$ cat config.mk
export PLATFORM = sky130hd
export DESIGN_NAME = rxq_drain_fifo
export DESIGN_NICKNAME = d
export VERILOG_FILES = /design/src/rtl/rxq_pkg.sv /design/src/rtl/rxq_store.sv /design/src/rtl/rxq_occupancy.sv /design/src/rtl/rxq_status.sv /design/src/rtl/rxq_drain_fifo.sv
export SDC_FILE = /design/constraint.sdc
export NUM_CORES = 1
export LEC_CHECK = 0
export BUFFER_PORTS_ARGS = -buffer_cell sky130_fd_sc_hd__buf_2
export CAP_MARGIN = 0
export CORE_MARGIN = 2
export CORE_UTILIZATION = 45
export DETAILED_ROUTE_END_ITERATION = 8
export PLACE_DENSITY = 0.65
export RECOVER_POWER = 100
export SLEW_MARGIN = 10
export SYNTH_ARGS = -nofsm -noshare
export SYNTH_HDL_FRONTEND = slang
export SYNTH_HIERARCHICAL = 1
export SYNTH_SLANG_ARGS = --single-unit
$ cat constraint.sdc
create_clock -name clk -period 3.9 [get_ports clk]
set_input_delay 0.78 -clock clk [delete_from_list [all_inputs] [get_ports clk]]
set_output_delay 0.78 -clock clk [all_outputs]
set_load 0.02 [all_outputs]
$ cat src/rtl/rxq_pkg.sv
package rxq_pkg;

  // Encoding of the accepted operations in one cycle: {push, pop}
  typedef enum logic [1:0] {
    OP_IDLE = 2'b00,
    OP_POP  = 2'b01,
    OP_PUSH = 2'b10,
    OP_BOTH = 2'b11
  } rxq_op_e;

endpackage

$ cat src/rtl/rxq_store.sv
module rxq_store #(
  parameter int DEPTH = 4,
  parameter int WIDTH = 32,
  localparam int AW = (DEPTH > 1) ? $clog2(DEPTH) : 1
) (
  input  logic             clk,
  input  logic             rst_n,
  input  logic             wr_en,
  input  logic [WIDTH-1:0] wr_data,
  input  logic             rd_en,
  output logic [WIDTH-1:0] rd_data
);

  localparam logic [AW-1:0] LAST = AW'(DEPTH - 1);

  logic [WIDTH-1:0] mem [DEPTH];
  logic [AW-1:0]    wr_ptr_q, wr_ptr_d;
  logic [AW-1:0]    rd_ptr_q, rd_ptr_d;

  // Entry storage: no reset on data, one write enable per entry
  for (genvar gi = 0; gi < DEPTH; gi++) begin : g_entry
    logic ent_we;
    assign ent_we = wr_en && (wr_ptr_q == AW'(gi));
    always_ff @(posedge clk) begin
      if (ent_we) begin
        mem[gi] <= wr_data;
      end
    end
  end

  // Pointer next state, wrapping at any depth
  always_comb begin
    wr_ptr_d = wr_ptr_q;
    rd_ptr_d = rd_ptr_q;
    if (wr_en) begin
      wr_ptr_d = (wr_ptr_q == LAST) ? '0 : wr_ptr_q + AW'(1);
    end
    if (rd_en) begin
      rd_ptr_d = (rd_ptr_q == LAST) ? '0 : rd_ptr_q + AW'(1);
    end
  end

  always_ff @(posedge clk or negedge rst_n) begin
    if (!rst_n) begin
      wr_ptr_q <= '0;
      rd_ptr_q <= '0;
    end else begin
      if (wr_en) wr_ptr_q <= wr_ptr_d;
      if (rd_en) rd_ptr_q <= rd_ptr_d;
    end
  end

  assign rd_data = mem[rd_ptr_q];

endmodule

$ cat src/rtl/rxq_occupancy.sv
module rxq_occupancy
  import rxq_pkg::*;
#(
  parameter int DEPTH = 4,
  localparam int CW = $clog2(DEPTH) + 1
) (
  input  logic          clk,
  input  logic          rst_n,
  input  logic          push_req,
  input  logic          pop_req,
  output logic          push_ok,
  output logic          pop_ok,
  output logic          push_drop,
  output logic [CW-1:0] count_q,
  output logic [CW-1:0] count_d
);

  localparam logic [CW-1:0] FULL_CNT = CW'(DEPTH);

  rxq_op_e op;
  logic    full, empty;

  always_comb begin
    full      = (count_q == FULL_CNT);
    empty     = (count_q == '0);
    push_ok   = push_req && !full;
    push_drop = push_req && full;
    pop_ok    = pop_req && !empty;
    op        = rxq_op_e'({push_ok, pop_ok});
    unique case (op)
      OP_PUSH: count_d = count_q + CW'(1);
      OP_POP:  count_d = count_q - CW'(1);
      default: count_d = count_q;
    endcase
  end

  always_ff @(posedge clk or negedge rst_n) begin
    if (!rst_n) begin
      count_q <= '0;
    end else if (op != OP_IDLE) begin
      count_q <= count_d;
    end
  end

endmodule

$ cat src/rtl/rxq_status.sv
module rxq_status #(
  parameter int CW = 3
) (
  input  logic          clk,
  input  logic          rst_n,
  input  logic [CW-1:0] count_d,
  input  logic          dma_done,
  input  logic          clr_drain,
  input  logic          push_drop,
  input  logic          clr_ovf,
  output logic          drain_q,
  output logic          ovf_q
);

  logic drain_d, ovf_d;
  logic ends_empty;

  always_comb begin
    ends_empty = (count_d == '0);
    // Set wins: any word left after this cycle keeps the request up
    if (!ends_empty) begin
      drain_d = 1'b1;
    end else if (clr_drain || dma_done) begin
      drain_d = 1'b0;
    end else begin
      drain_d = drain_q;
    end

    if (push_drop) begin
      ovf_d = 1'b1;
    end else if (clr_ovf) begin
      ovf_d = 1'b0;
    end else begin
      ovf_d = ovf_q;
    end
  end

  always_ff @(posedge clk or negedge rst_n) begin
    if (!rst_n) begin
      drain_q <= 1'b0;
      ovf_q   <= 1'b0;
    end else begin
      drain_q <= drain_d;
      ovf_q   <= ovf_d;
    end
  end

endmodule

$ cat src/rtl/rxq_drain_fifo.sv
module rxq_drain_fifo #(
  parameter int DEPTH = 4,
  parameter int WIDTH = 32,
  localparam int CW = $clog2(DEPTH) + 1
) (
  input  logic             clk,
  input  logic             rst_n,
  input  logic             push_valid,
  input  logic [WIDTH-1:0] push_data,
  input  logic             pop_rd,
  input  logic             dma_pop_done,
  input  logic             clr_drain,
  input  logic             clr_ovf,
  output logic [WIDTH-1:0] pop_data,
  output logic [CW-1:0]    fill_count,
  output logic             drain_flag,
  output logic             overflow_flag
);

  logic          push_ok, pop_ok, push_drop;
  logic [CW-1:0] count_q, count_d;

  rxq_occupancy #(.DEPTH(DEPTH)) u_occ (
    .clk      (clk),
    .rst_n    (rst_n),
    .push_req (push_valid),
    .pop_req  (pop_rd),
    .push_ok  (push_ok),
    .pop_ok   (pop_ok),
    .push_drop(push_drop),
    .count_q  (count_q),
    .count_d  (count_d)
  );

  rxq_store #(.DEPTH(DEPTH), .WIDTH(WIDTH)) u_store (
    .clk    (clk),
    .rst_n  (rst_n),
    .wr_en  (push_ok),
    .wr_data(push_data),
    .rd_en  (pop_ok),
    .rd_data(pop_data)
  );

  rxq_status #(.CW(CW)) u_status (
    .clk      (clk),
    .rst_n    (rst_n),
    .count_d  (count_d),
    .dma_done (dma_pop_done),
    .clr_drain(clr_drain),
    .push_drop(push_drop),
    .clr_ovf  (clr_ovf),
    .drain_q  (drain_flag),
    .ovf_q    (overflow_flag)
  );

  assign fill_count = count_q;

endmodule

# After elaboration in Yosys (flattened, before gate mapping)
# Memory sizes are Yosys's and may differ from the RTL's.
# Cells that the tools add are included.
[totals]
register_bits = 9
ramBits = 128
input_bits = 39
output_inout_bits = 37
word_cells = 60
n_memories = 1
[classes]
addsub = 4
eq_ne = 8
mux = 24
reduce_logical = 18
[memory_table]
columns = ["memory", "words", "word_bits", "rd", "rd_ports_with_merged_regs", "write_ports", "line", "text"]
rows = [
  ["u_store.mem", 4, 32, 1, 0, 1, "rxq_store.sv:16", "logic [WIDTH-1:0] mem [DEPTH];"],
]
[ops]
columns = ["operator", "count"]
rows = [
  ["32-bit two-way mux", 3],
  ["32-bit OR reduction", 3],
  ["1-bit two-way mux", 15],
  ["2-bit two-way mux", 5],
  ["2-bit equality test (second input constant)", 4],
  ["1-bit logical AND", 7],
  ["3-bit zero test", 2],
  ["3-bit one-hot mux with 2 select lines", 1],
  ["2-bit by 1-bit adder with 2-bit output (second input constant)", 2],
  ["2-bit by 1-bit equality test with 1-bit output (second input constant)", 2],
  ["2-bit nonzero test", 2],
  ["3-bit by 1-bit adder with 3-bit output (second input constant)", 1],
  ["3-bit equality test (second input constant)", 1],
  ["3-bit by 1-bit subtractor with 3-bit output (second input constant)", 1],
  ["1-bit zero test", 2],
  ["2-bit zero test", 1],
  ["2-bit != test (second input constant)", 1],
  ["1-bit logical OR", 1],
]

# Logic depth before layout (Yosys ltp)
[logic_depth]
ltp_word = 10
depth_mapped = 10
mapped_depth_nobuf = 10

# By module
# The synthesis kept the hierarchy.
[by_module_without_submodules]
columns = ["module", "n_inst", "cells_each", "area_each_um2", "seq_area_each_um2"]
rows = [
  ["rxq_store", 1, 190, 4913.5, 3943.8],
  ["rxq_occupancy", 1, 28, 250.2, 75.1],
  ["rxq_status", 1, 6, 76.3, 50.0],
]

# Worst setup path after synthesis
# Ideal clock, no wire load.
[synth_timing]
path_kind = "input -> register"
from = "in pop_rd"
to = "reg u_status.drain_q"
arrival_ns = 2.347
t_required_ns = 3.761
setup_slack_ns = 1.414
stages = 9
path_buffers = 0
cell_sequence = "o31ai_2 -> inv_1 -> ha_1 -> inv_1 -> fa_1 -> xnor2_1 -> nand2_1 -> xnor2_1 -> or4_1"
[synth_via]
elab_chain_len = 5
[synth_lines]
columns = ["item", "line", "text"]
rows = [
  ["start, declared", "rxq_drain_fifo.sv:10", "input logic pop_rd,"],
  ["1-bit logical AND *", "rxq_occupancy.sv:28", "pop_ok = pop_req && !empty;"],
  ["net pop_ok", "rxq_drain_fifo.sv:20", "logic push_ok, pop_ok, push_drop;"],
  ["2-bit by 1-bit equality test with 1-bit output / 2-bit equality test (equally long branches)", "rxq_occupancy.sv:30", "unique case (op)"],
  ["3-bit one-hot mux with 2 select lines *", "rxq_occupancy.sv:30", ""],
  ["net count_d[2]", "rxq_drain_fifo.sv:21", "logic [CW-1:0] count_q, count_d;"],
  ["3-bit zero test *", "rxq_status.sv:19", "ends_empty = (count_d == '0);"],
  ["2-bit != test (no source line) / 1-bit two-way mux (equally long branches)", "n/a", ""],
  ["end signal, assigned", "rxq_status.sv:43", "drain_q <= drain_d;"],
  ["end, declared", "rxq_status.sv:11", "output logic drain_q,"],
]
# The timed path passes the listed nets; every way through them passes the cells marked *.
# A chain may end at the register's enable or synchronous reset.

# Worst setup path after layout
[layout_timing]
from = "reg u_store.rd_ptr_q[1]"
to = "out pop_data[2]"
[layout_via]
elab_chain_len = 1
[layout_lines]
columns = ["item", "line", "text"]
rows = [
  ["start, declared", "rxq_store.sv:18", "logic [AW-1:0] rd_ptr_q, rd_ptr_d;"],
  ["start signal, assigned", "rxq_store.sv:49", "if (rd_en) rd_ptr_q <= rd_ptr_d;"],
  ["memory 4 x 32 bit", "n/a", ""],
  ["end, declared", "rxq_drain_fifo.sv:14", "output logic [WIDTH-1:0] pop_data,"],
]
# Every way passes these cells.

==> reports/summary.txt <==
Seq/Total Area, Yosys: 0.7765
PwrDens: 848.6 nW/um^2
Reg-to-Reg End: u_store/mem[1][7]
full die area: 12520 um^2
VDD IR max: 0.0003958 V
number of synthesized flops with an enable pin: 128
min Tclk post-route: 3.319 ns
most common cell after layout, fill and taps aside: edfxtp_1
Total GRT Usage: 0.1481
net count after synthesis: 271
failing checks: capacitance limit, slew limit
nets: 358
Pre-antenna DRT Iters: 4
Final HPWL DP: 4931 um
final WL: 8510 um
Post-CTS Setup Bufs: 0
CP Data Required Time: 3.12 ns
RePlAce Congestion: 0.6830
Worst R2R Start: u_occ/count_q[0]
largest net degree at the start of global routing: 35
TritonCTS clock tree: built
CP Capture Type: primary output
Tightest Pin Transition: 1.718 ns
core footprint: 11370 um^2
# DRC: 0
clk slew on worst S/H paths: 0.06 ns
Syn Area/Cell: 23.39 um^2
clock share of power: 0.338
Distinct cells, synth: 27
max-cap violations: 5
slew margin rel.: -0.1454
# IOs: 76
data arrival time of the critical path: 2.54 ns
setup TNS: 0 ns
vias per cell: 5.201
Layout area overhead: 20.61%
Worst-Skew Late Latency: 0.41 ns
CP Launch Type: register
# fillers: 890
antenna cells: 0
clk buf depth: 2
Worst Path Max Fanout: 34
sequential share of power: 0.403
synthesized instance count: 224
Crit Path Category: reg -> out
port bufs: 75
worst hold path type: in -> async
Internal: 3.783 mW
share of cells above drive strength 1: 0.2130
main flop type after synthesis: edfxtp_1
initial core utilization: 0.4609
grt ovf: 0
die width: 111.9 um
cts hold-fix bufs: 0
Seq cells post-synth: 137
Final Max Slew Viols: 167
synth warn: 6
drt wl/cell: 18.22 um
Inserted Clock Buffers: 17
DR iter-0 viols: 148
final hold vios: 0
Worst Hold Margin: 0.3391 ns
net switching power: 1.580 mW
initial antenna violation count: 0
Reg2Reg Depth: 4
Tcrit/Tclk final: 0.8510
Rows: 39
leading cell types in the layout, fill and taps excluded: edfxtp_1 (128), clkbuf_1 (71), mux4_2 (28)
status: finished with violations
RSZ-0062 raised after global routing: no
Clock Skew: 0.004959 ns
R2R setup slack: 1.16 ns
combinational cell fraction of total power: 0.259
Vias: 2429
first-pass GRT wire length: 13460 um
leak pwr: 2.109 nW
H-tree levels: 4
Fmax: 301.3 MHz
CTS sink count: 137
Mapped Area: 5240 um^2
vias in the first global route: 2556
fraction of registers with async set/reset: 0.06569
antenna-violating nets left: 0
post-cts sizing count: 0
root buf cell: clkbuf_16
sw frac: 0.2946
final setup vio count: 0
Die H: 111.9 um
==> metal layers <==
| metal | vias to the layer above | global-route usage | wire [um] |
|---|---|---|---|
| li1 | 1097 | - | - |
| met1 | 1247 | 0.1860 | 3657 |
| met2 | 71 | 0.2311 | 4178 |
| met3 | 14 | 0.05498 | 535 |
| met4 | 0 | 0.06914 | 138 |
| met5 | - | 0 | 0 |
==> state kept, by name (all words and copies together) (netlist names) <==
| name | cells |
|---|---|
| u_store/rd_ptr_q | 2 |
| u_occ/count_q | 3 |
| u_store/wr_ptr_q | 2 |
| u_status/ovf_q | 1 |
| u_status/drain_q | 1 |
| u_store/mem | 128 |
==> area by class of cell <==
class / count / area, um^2 / area share
Clock buffer: 21 / 470.5 / 0.07444
Clock inverter: 11 / 216.5 / 0.03425
Inverter: 7 / 26.28 / 0.004158
Multi-Input combinational cell: 72 / 1050 / 0.1661
Sequential cell: 137 / 4070 / 0.6440
Tap cell: 143 / 178.9 / 0.02831
Timing Repair Buffer: 76 / 307.8 / 0.04870
==> worst max path at each step <==
stage | from | end | slack [ns] | depth (start not counted)
after CTS | u_store/rd_ptr_q[0] | pop_data[26] | 0.87 | 3
after detailed placement | pop_rd | u_status/drain_q | 1.20 | 10
after global placement | pop_rd | u_status/drain_q | 1.26 | 10
after floorplan | pop_rd | u_status/drain_q | 1.41 | 9
after global routing | u_store/rd_ptr_q[1] | pop_data[2] | 0.44 | 2
final | u_store/rd_ptr_q[1] | pop_data[2] | 0.58 | 2
==> through the flow <==
stage | total power [mW] | cells | instance area [um^2] | setup WS (ns) | util
after floorplan | 3.254 | 224 | 5240 | 1.414 | -
after global placement | 3.653 | 435 | 5732 | 1.262 | 0.5041
after detailed placement | 3.676 | 435 | 5732 | 1.203 | 0.5041
after CTS | 5.498 | 467 | 6419 | 0.8675 | 0.5645
after global routing | 5.632 | 467 | 6320 | 0.4403 | 0.5558
final | 5.363 | 467 | 6320 | 0.5812 | 0.5558
==> logic make-up after synthesis <==
kind of cell,count (synthesis),synth area share
and+or+nand+nor,19,0.02006
buffers and inverters,15,0.02221
adders and majority gates,8,0.02053
xor gates and xnor gates,5,0.008357
muxes,34,0.1447
DFF,137,0.7765
AOI/OAI and AO/OA,6,0.007639
==> worst max-delay path, cell delays in order, from the launching register on <==
cell and delay (ns):
dfrtp_1 1.40, mux4_2 0.44, clkbuf_1 0.28
==> power by group through the flow <==
stage | registers (mW) | clock network (mW) | logic [mW]
3_3_place_gp | 2.18 | 0 | 1.47
6_report | 2.16 | 1.81 | 1.39
3_5_place_dp | 2.20 | 0 | 1.48
5_1_grt | 2.21 | 1.92 | 1.51
4_1_cts | 2.17 | 1.85 | 1.48
2_1_floorplan | 2.07 | 0 | 1.19
==> synth_stat cells (2+ instances only) <==
library cell,n,area (um^2)
inv_1,7,26.28
xnor2_1,4,35.03
buf_2,3,15.01
buf_12,3,60.06
mux2_2,2,22.52
edfxtp_1,128,3844
dfrtp_1,9,225.2
o21ai_0,3,15.01
and2_1,5,31.28
nand2_1,5,18.77
mux4_1,4,105.1
mux4_2,28,630.6
ha_1,7,87.58
nor2_1,3,11.26
(Power assumes the default switching activity.)
